[config.mk]
export PLATFORM = sky130hd
export DESIGN_NAME = refclk_out_gate
export DESIGN_NICKNAME = d
export VERILOG_FILES = /design/src/rtl/refclk_gate_pkg.sv /design/src/rtl/refclk_out_gate_ctrl.sv /design/src/rtl/refclk_out_gate_dp.sv /design/src/rtl/refclk_out_gate.sv
export SDC_FILE = /design/constraint.sdc
export NUM_CORES = 1
export LEC_CHECK = 0
export BUFFER_PORTS_ARGS = -buffer_cell sky130_fd_sc_hd__clkbuf_2
export CORE_ASPECT_RATIO = 1.25
export CORE_UTILIZATION = 43
export CTS_CLUSTER_SIZE = 20
export DETAILED_ROUTE_END_ITERATION = 10
export HOLD_SLACK_MARGIN = 0.02
export PLACE_DENSITY = 0.75
export SYNTH_ARGS = -nofsm -noshare
export SYNTH_HDL_FRONTEND = slang
export SYNTH_SLANG_ARGS = --single-unit
[constraint.sdc]
create_clock -name refClk -period 1.4 [get_ports refClk]
set_input_delay 0.21 -clock refClk [delete_from_list [all_inputs] [get_ports refClk]]
set_output_delay 0.21 -clock refClk [all_outputs]
set_load 0.05 [all_outputs]
[src/rtl/refclk_gate_pkg.sv]
package refclk_gate_pkg;

  localparam logic [1:0] MODE_LOW_BW  = 2'b00;
  localparam logic [1:0] MODE_BYPASS  = 2'b01;
  localparam logic [1:0] MODE_HIGH_BW = 2'b11;
  localparam logic [1:0] FREQ_RSVD    = 2'b11;

  // strobes from control to datapath
  typedef struct packed {
    logic latchStraps;
    logic outGate;
  } ctlStrobe_t;

  // three-level code (00 low, 01 mid, 1x high) to loop mode
  function automatic logic [1:0] decodeMode(input logic [1:0] code);
    if (code[1])      return MODE_HIGH_BW;
    else if (code[0]) return MODE_BYPASS;
    else              return MODE_LOW_BW;
  endfunction

  // three-level code to address index 0..2
  function automatic logic [1:0] decodeAddr(input logic [1:0] code);
    return code[1] ? 2'b10 : {1'b0, code[0]};
  endfunction

endpackage

[src/rtl/refclk_out_gate_ctrl.sv]
module refclk_out_gate_ctrl
  import refclk_gate_pkg::*;
(
  input  logic       refClk,
  input  logic       rstN,
  input  logic       pwrGood,
  input  logic       pllLocked,
  input  logic       effBypass,
  output ctlStrobe_t strobe,
  output logic       pllEn
);

  logic pgSeen;
  logic active;

  always_ff @(posedge refClk or negedge rstN) begin
    if (!rstN)        pgSeen <= 1'b0;
    else if (pwrGood) pgSeen <= 1'b1;
  end

  // active only once the straps are already held
  assign active = pwrGood && pgSeen;

  always_comb begin
    strobe.latchStraps = pwrGood && !pgSeen;
    strobe.outGate     = active && (effBypass || pllLocked);
    pllEn              = active && !effBypass;
  end

endmodule

[src/rtl/refclk_out_gate_dp.sv]
module refclk_out_gate_dp
  import refclk_gate_pkg::*;
#(
  parameter int NUM_OUT     = 4,
  parameter int SYNC_STAGES = 2
) (
  input  logic               refClk,
  input  logic               rstN,
  input  ctlStrobe_t         strobe,
  input  logic [1:0]         strapMode,
  input  logic [1:0]         strapAddr,
  input  logic [NUM_OUT-1:0] oePinN,
  input  logic [NUM_OUT-1:0] oeRegBits,
  input  logic               swModeEn,
  input  logic [1:0]         swMode,
  input  logic               swFreqEn,
  input  logic [1:0]         swFreq,
  output logic               effBypass,
  output logic [1:0]         pllMode,
  output logic [1:0]         freqSel,
  output logic [1:0]         addrSel,
  output logic [NUM_OUT-1:0] outRun
);

  localparam int LAST_STAGE = SYNC_STAGES - 1;

  logic [NUM_OUT-1:0] syncQ [SYNC_STAGES];
  logic [NUM_OUT-1:0] pinSync;
  logic [1:0]         latchedMode;
  logic [1:0]         latchedAddr;
  logic [1:0]         freqHeld;
  logic               runQ [NUM_OUT];

  // enable pin synchroniser, reset to "disabled"
  for (genvar s = 0; s < SYNC_STAGES; s++) begin : g_sync
    if (s == 0) begin : g_first
      always_ff @(posedge refClk or negedge rstN) begin
        if (!rstN) syncQ[s] <= '1;
        else       syncQ[s] <= oePinN;
      end
    end else begin : g_next
      always_ff @(posedge refClk or negedge rstN) begin
        if (!rstN) syncQ[s] <= '1;
        else       syncQ[s] <= syncQ[s-1];
      end
    end
  end
  assign pinSync = syncQ[LAST_STAGE];

  // straps captured once
  always_ff @(posedge refClk or negedge rstN) begin
    if (!rstN) begin
      latchedMode <= MODE_LOW_BW;
      latchedAddr <= 2'b00;
    end else if (strobe.latchStraps) begin
      latchedMode <= decodeMode(strapMode);
      latchedAddr <= decodeAddr(strapAddr);
    end
  end

  assign pllMode   = swModeEn ? decodeMode(swMode) : latchedMode;
  assign effBypass = (pllMode == MODE_BYPASS);
  assign addrSel   = latchedAddr;

  // frequency selection with reserved code holding the last value
  always_comb begin
    if (!swFreqEn)               freqSel = 2'b00;
    else if (swFreq != FREQ_RSVD) freqSel = swFreq;
    else                          freqSel = freqHeld;
  end

  always_ff @(posedge refClk or negedge rstN) begin
    if (!rstN) freqHeld <= 2'b00;
    else       freqHeld <= freqSel;
  end

  // run/stop registers update on the falling edge only
  for (genvar i = 0; i < NUM_OUT; i++) begin : g_out
    always_ff @(negedge refClk or negedge rstN) begin
      if (!rstN) runQ[i] <= 1'b0;
      else       runQ[i] <= strobe.outGate && oeRegBits[i] && !pinSync[i];
    end
    assign outRun[i] = runQ[i];
  end

endmodule

[src/rtl/refclk_out_gate.sv]
module refclk_out_gate
  import refclk_gate_pkg::*;
#(
  parameter int NUM_OUT     = 4,
  parameter int SYNC_STAGES = 2
) (
  input  logic               refClk,
  input  logic               rstN,
  input  logic               pwrGood,
  input  logic               pllLocked,
  input  logic [1:0]         strapMode,
  input  logic [1:0]         strapAddr,
  input  logic [NUM_OUT-1:0] oePinN,
  input  logic [NUM_OUT-1:0] oeRegBits,
  input  logic               swModeEn,
  input  logic [1:0]         swMode,
  input  logic               swFreqEn,
  input  logic [1:0]         swFreq,
  output logic [NUM_OUT-1:0] outRun,
  output logic               pllEn,
  output logic [1:0]         pllMode,
  output logic [1:0]         freqSel,
  output logic [1:0]         addrSel
);

  ctlStrobe_t strobe;
  logic       effBypass;

  refclk_out_gate_ctrl ctrl_i (
    .refClk    (refClk),
    .rstN      (rstN),
    .pwrGood   (pwrGood),
    .pllLocked (pllLocked),
    .effBypass (effBypass),
    .strobe    (strobe),
    .pllEn     (pllEn)
  );

  refclk_out_gate_dp #(
    .NUM_OUT     (NUM_OUT),
    .SYNC_STAGES (SYNC_STAGES)
  ) dp_i (
    .refClk    (refClk),
    .rstN      (rstN),
    .strobe    (strobe),
    .strapMode (strapMode),
    .strapAddr (strapAddr),
    .oePinN    (oePinN),
    .oeRegBits (oeRegBits),
    .swModeEn  (swModeEn),
    .swMode    (swMode),
    .swFreqEn  (swFreqEn),
    .swFreq    (swFreq),
    .effBypass (effBypass),
    .pllMode   (pllMode),
    .freqSel   (freqSel),
    .addrSel   (addrSel),
    .outRun    (outRun)
  );

endmodule

==> results of run 1 <==
-- layer usage --
metal  track usage (%)  vias up
li1                  -      270
met1             15.24      270
met2             37.63       24
met3             4.265        2
met4             8.571        0
met5                 0        -
-- registers in the layout, summed over array words and instances, names as in the netlist --
signal            cells
dp_i.pinSync          4
ctrl_i.pgSeen         1
dp_i.addrSel          2
dp_i.freqHeld         2
dp_i.syncQ            4
dp_i.outRun           4
dp_i.latchedMode      2
-- power groups by stage --
stage / combinational (mW) / sequential, mW / clock, mW
2_1_floorplan: 0.0827 / 0.644 / 0
3_3_place_gp: 0.200 / 0.607 / 0
3_5_place_dp: 0.205 / 0.609 / 0
4_1_cts: 0.244 / 0.601 / 0.276
5_1_grt: 0.272 / 0.604 / 0.293
6_report: 0.256 / 0.602 / 0.263
-- placed cells by master, fill, tap and decap left out, types with 2 or more instances in the layout --
| cell | n |
|---|---|
| a21oi_1 | 2 |
| buf_2 | 2 |
| dfstp_2 | 8 |
| buf_8 | 5 |
| mux2_2 | 3 |
| nand2_1 | 2 |
| dfrtp_1 | 7 |
| clkbuf_2 | 24 |
| dlygate4sd3_1 | 5 |
| clkbuf_4 | 3 |
| inv_1 | 4 |
| dfrtn_1 | 4 |
| buf_4 | 5 |
| nand4b_1 | 4 |
| a31oi_1 | 3 |
-- stage by stage --
stage | util [%] | cells | hold slack [ps]
final | 76.10 | 113 | 106.6
after global routing | 76.10 | 113 | 102.7
after CTS | 74.46 | 113 | 99.33
after detailed placement | 64.16 | 104 | 101.0
after global placement | 64.16 | 104 | 93.03
after floorplan | - | 49 | -85.59
-- cells by family after synthesis --
| kind of cell | Yosys count | share of synthesized area [%] |
|---|---|---|
| buf+inv | 4 | 2.142 |
| compound gates | 8 | 6.428 |
| mux | 5 | 7.857 |
| flops | 19 | 69.29 |
| simple gates | 13 | 14.29 |
-- cell type report --
type                            count  area (sq um)
Timing Repair Buffer               43         329.1
Fill cell                         102         345.3
Tap cell                           17         21.27
Clock inverter                      1         5.005
Multi-Input combinational cell     26         221.5
Clock buffer                        3         22.52
Sequential cell                    19         485.5
Inverter                            4         15.01
-- repair_timing --
item / in CTS / in global routing
buffers inserted: 0 / 1
endpoints found under the setup margin: 10 / 12
pin swaps: 4 / 0
hold endpoints to repair: 10 / 0
hold buffers: 5 / 0
resized for setup: 15 / 10
-- worst paths after layout --
kind | from | endpoint | slack [ps] | depth (start not counted)
max | dp_i.outRun[2]$_DFF_NN0_ | outRun[2] | -390 | 1
min | swFreq[0] | dp_i.freqHeld[1]$_DFF_PN0_ | 110 | 2
max reg2reg | dp_i.latchedMode[1]$_DFFE_PN0P_ | dp_i.outRun[2]$_DFF_NN0_ | -270 | 2
min reg2reg | dp_i.syncQ[7]$_DFF_PN1_ | dp_i.pinSync[3]$_DFF_PN1_ | 360 | 0
max in group asynchronous | rstN | dp_i.outRun[0]$_DFF_NN0_ | 240 | 2
min in group asynchronous | rstN | dp_i.latchedMode[1]$_DFFE_PN0P_ | 330 | 2
==> impl_metrics.tcl, run 1 <==
set metrics [dict create \
    numClockSinks 19 \
    drtAntennaViolNets 0 \
    wl_met2_microns 852 \
    crit_type "flop to output pin" \
    htreeDepth 1 \
    hpwl_microns 1021 \
    ys_seq_elements 19 \
    critical-path-top-delay-family "flip-flops" \
    sw_frac_of_total_pct 27.77 \
    yosys_warnings 0 \
    violations "negative setup slack" \
    start_util_pct 48.48 \
    critPathLaunchType "flop" \
    hold_violations 0 \
    intPower_mw 0.8095 \
    synthFlopType "dfstp_2" \
    report.power.total_mw 1.121 \
    detail_route.wl_per_cell_microns 12.70 \
    drv_slew 0 \
    cp-end-kind "output pin" \
    cp.arrival_ps 1580 \
    run_status "finished, violations left" \
    drive_above_1_share_pct 61.46 \
    rows 15 \
    synthArstFlopShare_pct 100.0 \
    relSlewSlack_pct 81.29 \
    drt_pre_antenna_iters 3 \
    die_area_sq_um 1796 \
    fin_tns_setup_ps -2835 \
    cts_buffer_depth 2 \
    netlist_top_cells_area "dfstp_2, dfrtp_1, dfrtn_1" \
    tightest_slew_ps 279.8 \
    cts_buffers 3 \
    highest_layer "met4" \
    synth-edff-count 0 \
    drt_wl_total_microns 1435 \
    ir_drop_uv 756.5 \
    area_growth_pct 56.96 \
    dr_wl_met3_microns 70 \
    syn_area_sq_um 700.7 \
    grt_first_pass_wirelength_microns 2152 \
    syn_nets 71 \
    yosysMostFrequentCell "dfstp_2" \
    drc 0 \
    seqPwrFrac_pct 53.7 \
    min_path_type "primary input to flop" \
    grt-ovfl-total 0 \
    cts_tree "built" \
    clk_latency_ps 290 \
    final_cell_area_sq_um 1100 \
    setup_viol 10 \
    fin_ws_ps -390.7 \
    p_leak_nw 0.5320 \
    antenna_found_initial 0 \
    maxCapViolCount 0 \
    die_width_microns 38.11 \
    grt_setup_unrepaired "true" \
    diodes 0 \
    synth_cells 49 \
    drt-met1-wl_microns 497 \
    grt_use_total_pct 18.13 \
    cp_max_fo 1 \
    crit_buf_inv 1 \
    ys_types 18 \
    power.switching_mw 0.3113 \
    grt_pass1_vias 564 \
    fin_skew_ps 4.464 \
    place_area_sq_um 927.1 \
    crit_chain "buf_8" \
    p_comb_share_pct 22.8 \
    die_h_microns 47.13 \
    io_buffers 32 \
    synth_top_cell_area_share_pct 30.00 \
    cp_data_required_time_ps 1190 \
    gp_congestion 0.6778 \
    path_clk_slew_ps 100 \
    critical_path.max_stage_delay_ps 440 \
    slowest_stage "dfrtn_1" \
    grt_max_degree 12 \
    yosysTopAreaCell "dfstp_2" \
    synth_common_cells "dfstp_2, dfrtp_1" \
    final_nets 119 \
    cellPowerDensity_nw_per_um2 1019 \
    clockRootBuffer "clkbuf_4" \
    place_ws_ps -239.3 \
    clockPowerShare_pct 23.5 \
    via_per_inst 5.009 \
    synth-seq-area-share_pct 69.29 \
    drtIter0Drc 6 \
    core_area_sq_um 1445 \
    io_pins 33 \
    syn_area_per_cell_sq_um 14.30 \
    vias 566 \
]
Note: power is estimated with default switching activity, not from simulation.
==> run 2: changes to the inputs <==
- CORE_UTILIZATION: 43 -> 39
- PLACE_DENSITY: 0.75 -> 0.72
- clock period: 1.4 -> 1.6 ns (I/O delays scaled with it)
==> run 2 against run 1 <==
  * The run still ends with negative setup slack left
  * Die area is 9.8% higher
  * Combinational power is 23% lower
  * Sequential share of layout area is 2.5 points higher
  * Cell area is 5.5% lower
  * Via count is 4.1% lower
  * Highest routed layer unchanged
==> impl_metrics.tcl, run 2 (synthesized netlist as in run 1, its figures left out) <==
set metrics [dict create \
    critical_path.max_stage_delay_ps 430 \
    grt_first_pass_wirelength_microns 2063 \
    maxCapViolCount 0 \
    wl_met2_microns 648 \
    vias 543 \
    run_status "finished, violations left" \
    critPathLaunchType "flop" \
    die_width_microns 39.91 \
    cts_tree "built" \
    slowest_stage "dfrtn_1" \
    drt_pre_antenna_iters 2 \
    cp_max_fo 1 \
    grt_max_degree 13 \
    detail_route.wl_per_cell_microns 10.71 \
    final_cells 112 \
    report.power.total_mw 0.9465 \
    die_area_sq_um 1971 \
    relSlewSlack_pct 81.20 \
    ff2ff_path_depth 2 \
    cellPowerDensity_nw_per_um2 910.3 \
    r2r_end "dp_i.outRun[3]$_DFF_NN0_" \
    drtAntennaViolNets 0 \
    grt_use_total_pct 15.21 \
    fin_skew_ps 2.470 \
    cp.depth 1 \
    drive_above_1_share_pct 57.45 \
    gp_congestion 0.6614 \
    postCtsSetupBuffers 0 \
    die_h_microns 49.39 \
    drv_slew 0 \
    hold_violations 0 \
    clockRootBuffer "clkbuf_4" \
    path_clk_slew_ps 100 \
    cts_buffers 3 \
    p_leak_nw 0.5030 \
    r2r_start "dp_i.latchedMode[1]$_DFFE_PN0P_" \
    io_pins 33 \
    dr_wl_met3_microns 84 \
    grt-ovfl-total 0 \
    hpwl_microns 928.4 \
    highest_layer "met4" \
    diodes 0 \
    rows 16 \
    drt_wl_total_microns 1199 \
    ir_drop_uv 632.3 \
    layout_common_cells "clkbuf_2, dfstp_2, dfrtp_1" \
    crit_chain "buf_8" \
    drt-met1-wl_microns 452 \
    cp_data_required_time_ps 1360 \
    crit_type "flop to output pin" \
    area_growth_pct 48.39 \
    reg2reg_slack_ps -120 \
    drtIter0Drc 3 \
    drc 0 \
    cp.arrival_ps 1660 \
    setup_viol 9 \
    min_path_type "primary input to flop" \
    crit_end "outRun[1]" \
    violations "negative setup slack" \
    cp-end-kind "output pin" \
    fin_tns_setup_ps -1737 \
    critical-path-top-delay-family "flip-flops" \
    placedCellCount 103 \
    cp-startpoint "dp_i.outRun[1]$_DFF_NN0_" \
    start_util_pct 43.21 \
    finish.utilization_pct 64.12 \
    io_buffers 32 \
    place_ws_ps -107.9 \
    tightest_slew_ps 282.0 \
    htreeDepth 1 \
    grt_pass1_vias 526 \
    core_area_sq_um 1622 \
    via_per_inst 4.848 \
    antenna_found_initial 0 \
    final_nets 117 \
    crit_buf_inv 1 \
    grt_setup_unrepaired "true" \
    clk_latency_ps 280 \
    numClockSinks 19 \
    layout_commonest_cell "clkbuf_2" \
    fin_ws_ps -304.9 \
    cts_buffer_depth 2 \
]
run 2: final cells by class:
cell class              count  area (sq um)
clock buffers               4         26.28
fillers                   134         581.8
inverters                   4         15.01
multi-input cells          26         200.2
flip-flops and latches     19         485.5
well taps                  18         22.52
repair buffers             41         290.3
run 2: metal layers:
layer | track usage (%) | vias to the layer above
met5 | 0 | -
met1 | 18.46 | 257
li1 | - | 262
met3 | 4.110 | 2
met2 | 23.12 | 22
met4 | 8.621 | 0
run 2: stage by stage:
stage | instance area (sq um) | hold slack, ps
after global routing | 1040 | 133.0
final | 1040 | 142.4
after global placement | 913.4 | 123.5
after floorplan | 700.7 | -55.59
after CTS | 1033 | 130.8
after detailed placement | 913.4 | 133.1
run 2: worst min-delay path by stage:
| stage | cells after the start | end | slack (ps) | startpoint |
|---|---|---|---|---|
| after detailed placement | 1 | ctrl_i.pgSeen$_DFFE_PN0P_ | 130 | rstN |
| after CTS | 2 | dp_i.freqHeld[1]$_DFF_PN0_ | 130 | swFreq[0] |
| after global routing | 2 | dp_i.freqHeld[1]$_DFF_PN0_ | 130 | swFreq[0] |
| after global placement | 1 | ctrl_i.pgSeen$_DFFE_PN0P_ | 120 | rstN |
| final | 2 | dp_i.freqHeld[1]$_DFF_PN0_ | 140 | swFreq[0] |
| after floorplan | 0 | ctrl_i.pgSeen$_DFFE_PN0P_ | -60 | rstN |
run 2: worst register-to-register path, stage by stage, from the launching register on:
cell and delay [ps]:
dfrtp_1 390, or3b_4 420, a31oi_1 140
run 2: power breakdown:
group	leakage (nW)	total (mW)	switching, mW	internal (mW)
combinational	0.266	0.196	0.115	0.0806
clock	0.0150	0.226	0.130	0.0967
sequential	0.222	0.524	0.00936	0.515
total	0.503	0.947	0.254	0.692
run 2: timing repair:
item	4_1_cts	5_1_grt
hold buffers	5	0
hold endpoints to repair	5	0
setup endpoints to repair	9	9
resized for setup	10	5
pin swaps	2	0
cloned	0	0
==> run 3: changes to the inputs <==
- CORE_UTILIZATION: 39 -> 38
- PLACE_DENSITY: 0.72 -> 0.71
- SYNTH_HIERARCHICAL: not set -> 1
==> run 3 against run 2 <==
  * The run still ends with negative setup slack left
  * Utilization shrank 1.1 points
  * Global-route usage fell by 1.2 points
  * Cell area is 2.9% lower
  * Routed wire length decreased by 3.8%
  * Clock skew increased by 6.9 ps
  * First-iteration DRC count increased by 33%
  * Die area is 2.4% lower
  * Largest cell class unchanged
==> impl_metrics.tcl, run 3 <==
set metrics [dict create \
    fillers 134 \
    yosysTopAreaCell "dfstp_2" \
    multiInputGateArea_sq_um 172.7 \
    grt_pass1_vias 502 \
    grt_setup_unrepaired "true" \
    syn_nets 73 \
    min_path_type "primary input to flop" \
    vias 519 \
    worstHoldEndpoint "dp_i/freqHeld[0]$_DFF_PN0_" \
    place_ws_ps -290.8 \
    grt_first_pass_wirelength_microns 1842 \
    ys_types 15 \
    intPower_mw 0.6890 \
    cellPowerDensity_nw_per_um2 948.0 \
    fin_ws_ps -302.9 \
    fin_skew_ps 9.333 \
    antenna_found_initial 0 \
    drtAntennaViolNets 0 \
    p_comb_share_pct 20.6 \
    cp_data_required_time_ps 1360 \
    drive_above_1_share_pct 56.70 \
    grt_use_total_pct 14.04 \
    die_area_sq_um 1924 \
    reg2reg_slack_ps -250 \
    yosysMostFrequentCell "dfstp_2" \
    grt-busiest-layer "met2" \
    ir_drop_uv 555.6 \
    diodes 0 \
    run_status "finished, violations left" \
    ff2ff_path_depth 5 \
    io_buffers 32 \
    drc 0 \
    io_pins 33 \
    hold_path_depth 2 \
    p_leak_nw 0.5150 \
    violations "negative setup slack" \
    ys_seq_elements 19 \
    relSlewSlack_pct 81.69 \
    syn_area_per_cell_sq_um 13.05 \
    use_met1_pct 15.14 \
    clockRootBuffer "clkbuf_4" \
    cp_max_fo 1 \
    synth_common_cells "dfstp_2, dfrtp_1, nand2_1" \
    detail_route.wl_per_cell_microns 10.03 \
    layout_commonest_cell "clkbuf_2" \
    grt_max_degree 15 \
    synthArstFlopShare_pct 100.0 \
    cts_buffer_depth 2 \
    htreeDepth 1 \
    path_clk_slew_ps 100 \
    drt_pre_antenna_iters 2 \
    r2r_start "dp_i/latchedMode[0]$_DFFE_PN0P_" \
    area_growth_pct 51.69 \
    syn_area_sq_um 665.6 \
    power.switching_mw 0.2683 \
    drv_slew 0 \
    drtIter0Drc 4 \
    holdCritStartpoint "swFreq[1]" \
    synth-seq-area-share_pct 72.93 \
    critical-path-top-delay-family "flip-flops" \
    layout_common_cells "clkbuf_2, dfstp_2, dfrtp_1, nand2_1" \
    place_area_sq_um 878.3 \
    cts_tree "built" \
    start_util_pct 41.56 \
    maxCapViolCount 0 \
    rows 16 \
    clockPowerShare_pct 24.1 \
    crit_buf_inv 1 \
    netlist_top_cells_area "dfstp_2, dfrtp_1, dfrtn_1" \
    grt-ovfl-total 0 \
    slowest_stage "dfrtn_1" \
    cts_buffers 3 \
    critPathLaunchType "flop" \
    core_area_sq_um 1602 \
    cp.arrival_ps 1660 \
    clk_latency_ps 290 \
    r2r_end "dp_i/outRun[3]$_DFF_NN0_" \
    final_cells 115 \
    seqPwrFrac_pct 55.3 \
    synth_cells 51 \
    synth_top_cell_area_share_pct 31.58 \
    gr-usage-met3_pct 4.110 \
    grt_use_met2_pct 22.68 \
    final_nets 120 \
    setup_viol 8 \
    die_h_microns 48.80 \
    tightest_slew_ps 275.8 \
    gp_congestion 0.6442 \
    crit_type "flop to output pin" \
    crit_chain "buf_8" \
    hpwl_microns 885 \
    drt_wl_total_microns 1154 \
    yosys_warnings 6 \
    via_per_inst 4.513 \
    critical_path.max_stage_delay_ps 430 \
    die_width_microns 39.44 \
    cp-end-kind "output pin" \
    sw_frac_of_total_pct 28.02 \
    numClockSinks 19 \
    placedCellCount 105 \
    final_cell_area_sq_um 1010 \
    synthFlopType "dfstp_2" \
    seq_area_sq_um 485.5 \
    synth-edff-count 0 \
    hold_violations 0 \
    report.power.total_mw 0.9572 \
]
## run 3: worst max-delay path by stage
stage,start,end,cells after the start
3_3_place_gp,swModeEn,dp_i/outRun[0]$_DFF_NN0_,6
5_1_grt,dp_i/outRun[1]$_DFF_NN0_,outRun[1],1
4_1_cts,dp_i/outRun[3]$_DFF_NN0_,outRun[3],1
2_1_floorplan,dp_i/latchedMode[0]$_DFFE_PN0P_,dp_i/outRun[0]$_DFF_NN0_,5
3_5_place_dp,swModeEn,dp_i/outRun[3]$_DFF_NN0_,6
6_report,dp_i/outRun[2]$_DFF_NN0_,outRun[2],1
## run 3: power by group through the flow
stage	Clock (mW)	Combinational (mW)	Sequential, mW
final	0.230	0.197	0.530
after global routing	0.262	0.212	0.533
after CTS	0.239	0.193	0.529
after detailed placement	0	0.176	0.536
after global placement	0	0.173	0.535
after floorplan	0	0.0695	0.569
## run 3: timing repair
| action | in CTS | in global routing |
|---|---|---|
| buffers inserted | 1 | 0 |
| gates resized for setup | 8 | 8 |
| hold buffers | 4 | 1 |
| endpoints found under the hold margin | 10 | 1 |
| pin swaps | 1 | 0 |
| cloned | 0 | 0 |
| setup endpoints to repair | 8 | 9 |
## run 3: area by class of cell
type / instances / area share (%)
Clock inverter: 1 / 0.4957
Multi-Input combinational cell: 29 / 17.10
Clock buffer: 3 / 2.230
Tap cell: 18 / 2.230
Sequential cell: 19 / 48.08
Timing Repair Buffer: 42 / 28.75
Inverter: 3 / 1.115
## run 3: through the flow
step / hold WS [ps] / setup TNS (ps) / utilization, %
CTS: 20.38 / -2316 / 61.72
floorplan: -55.59 / -1118 / -
global placement: 73.96 / -1316 / 54.84
finish: 148.2 / -2145 / 63.05
detailed placement: 73.70 / -1430 / 54.84
global route: 132.9 / -2640 / 63.05
## run 3: per-layer routing
layer | part of all wire [%] | vias up
met3 | 6.7 | 2
met1 | 39 | 238
met2 | 53 | 23
li1 | - | 256
met4 | 1.6 | 0
met5 | 0 | -
## run 3: kinds of logic (layout without fill, tap and decap cells)
logic type | Yosys count | after routing | synth area share, %
flops | 19 | 19 | 72.93
simple gates | 19 | 19 | 14.29
compound gates | 7 | 7 | 6.014
buf+inv | 3 | 49 | 1.692
mux | 3 | 3 | 5.075
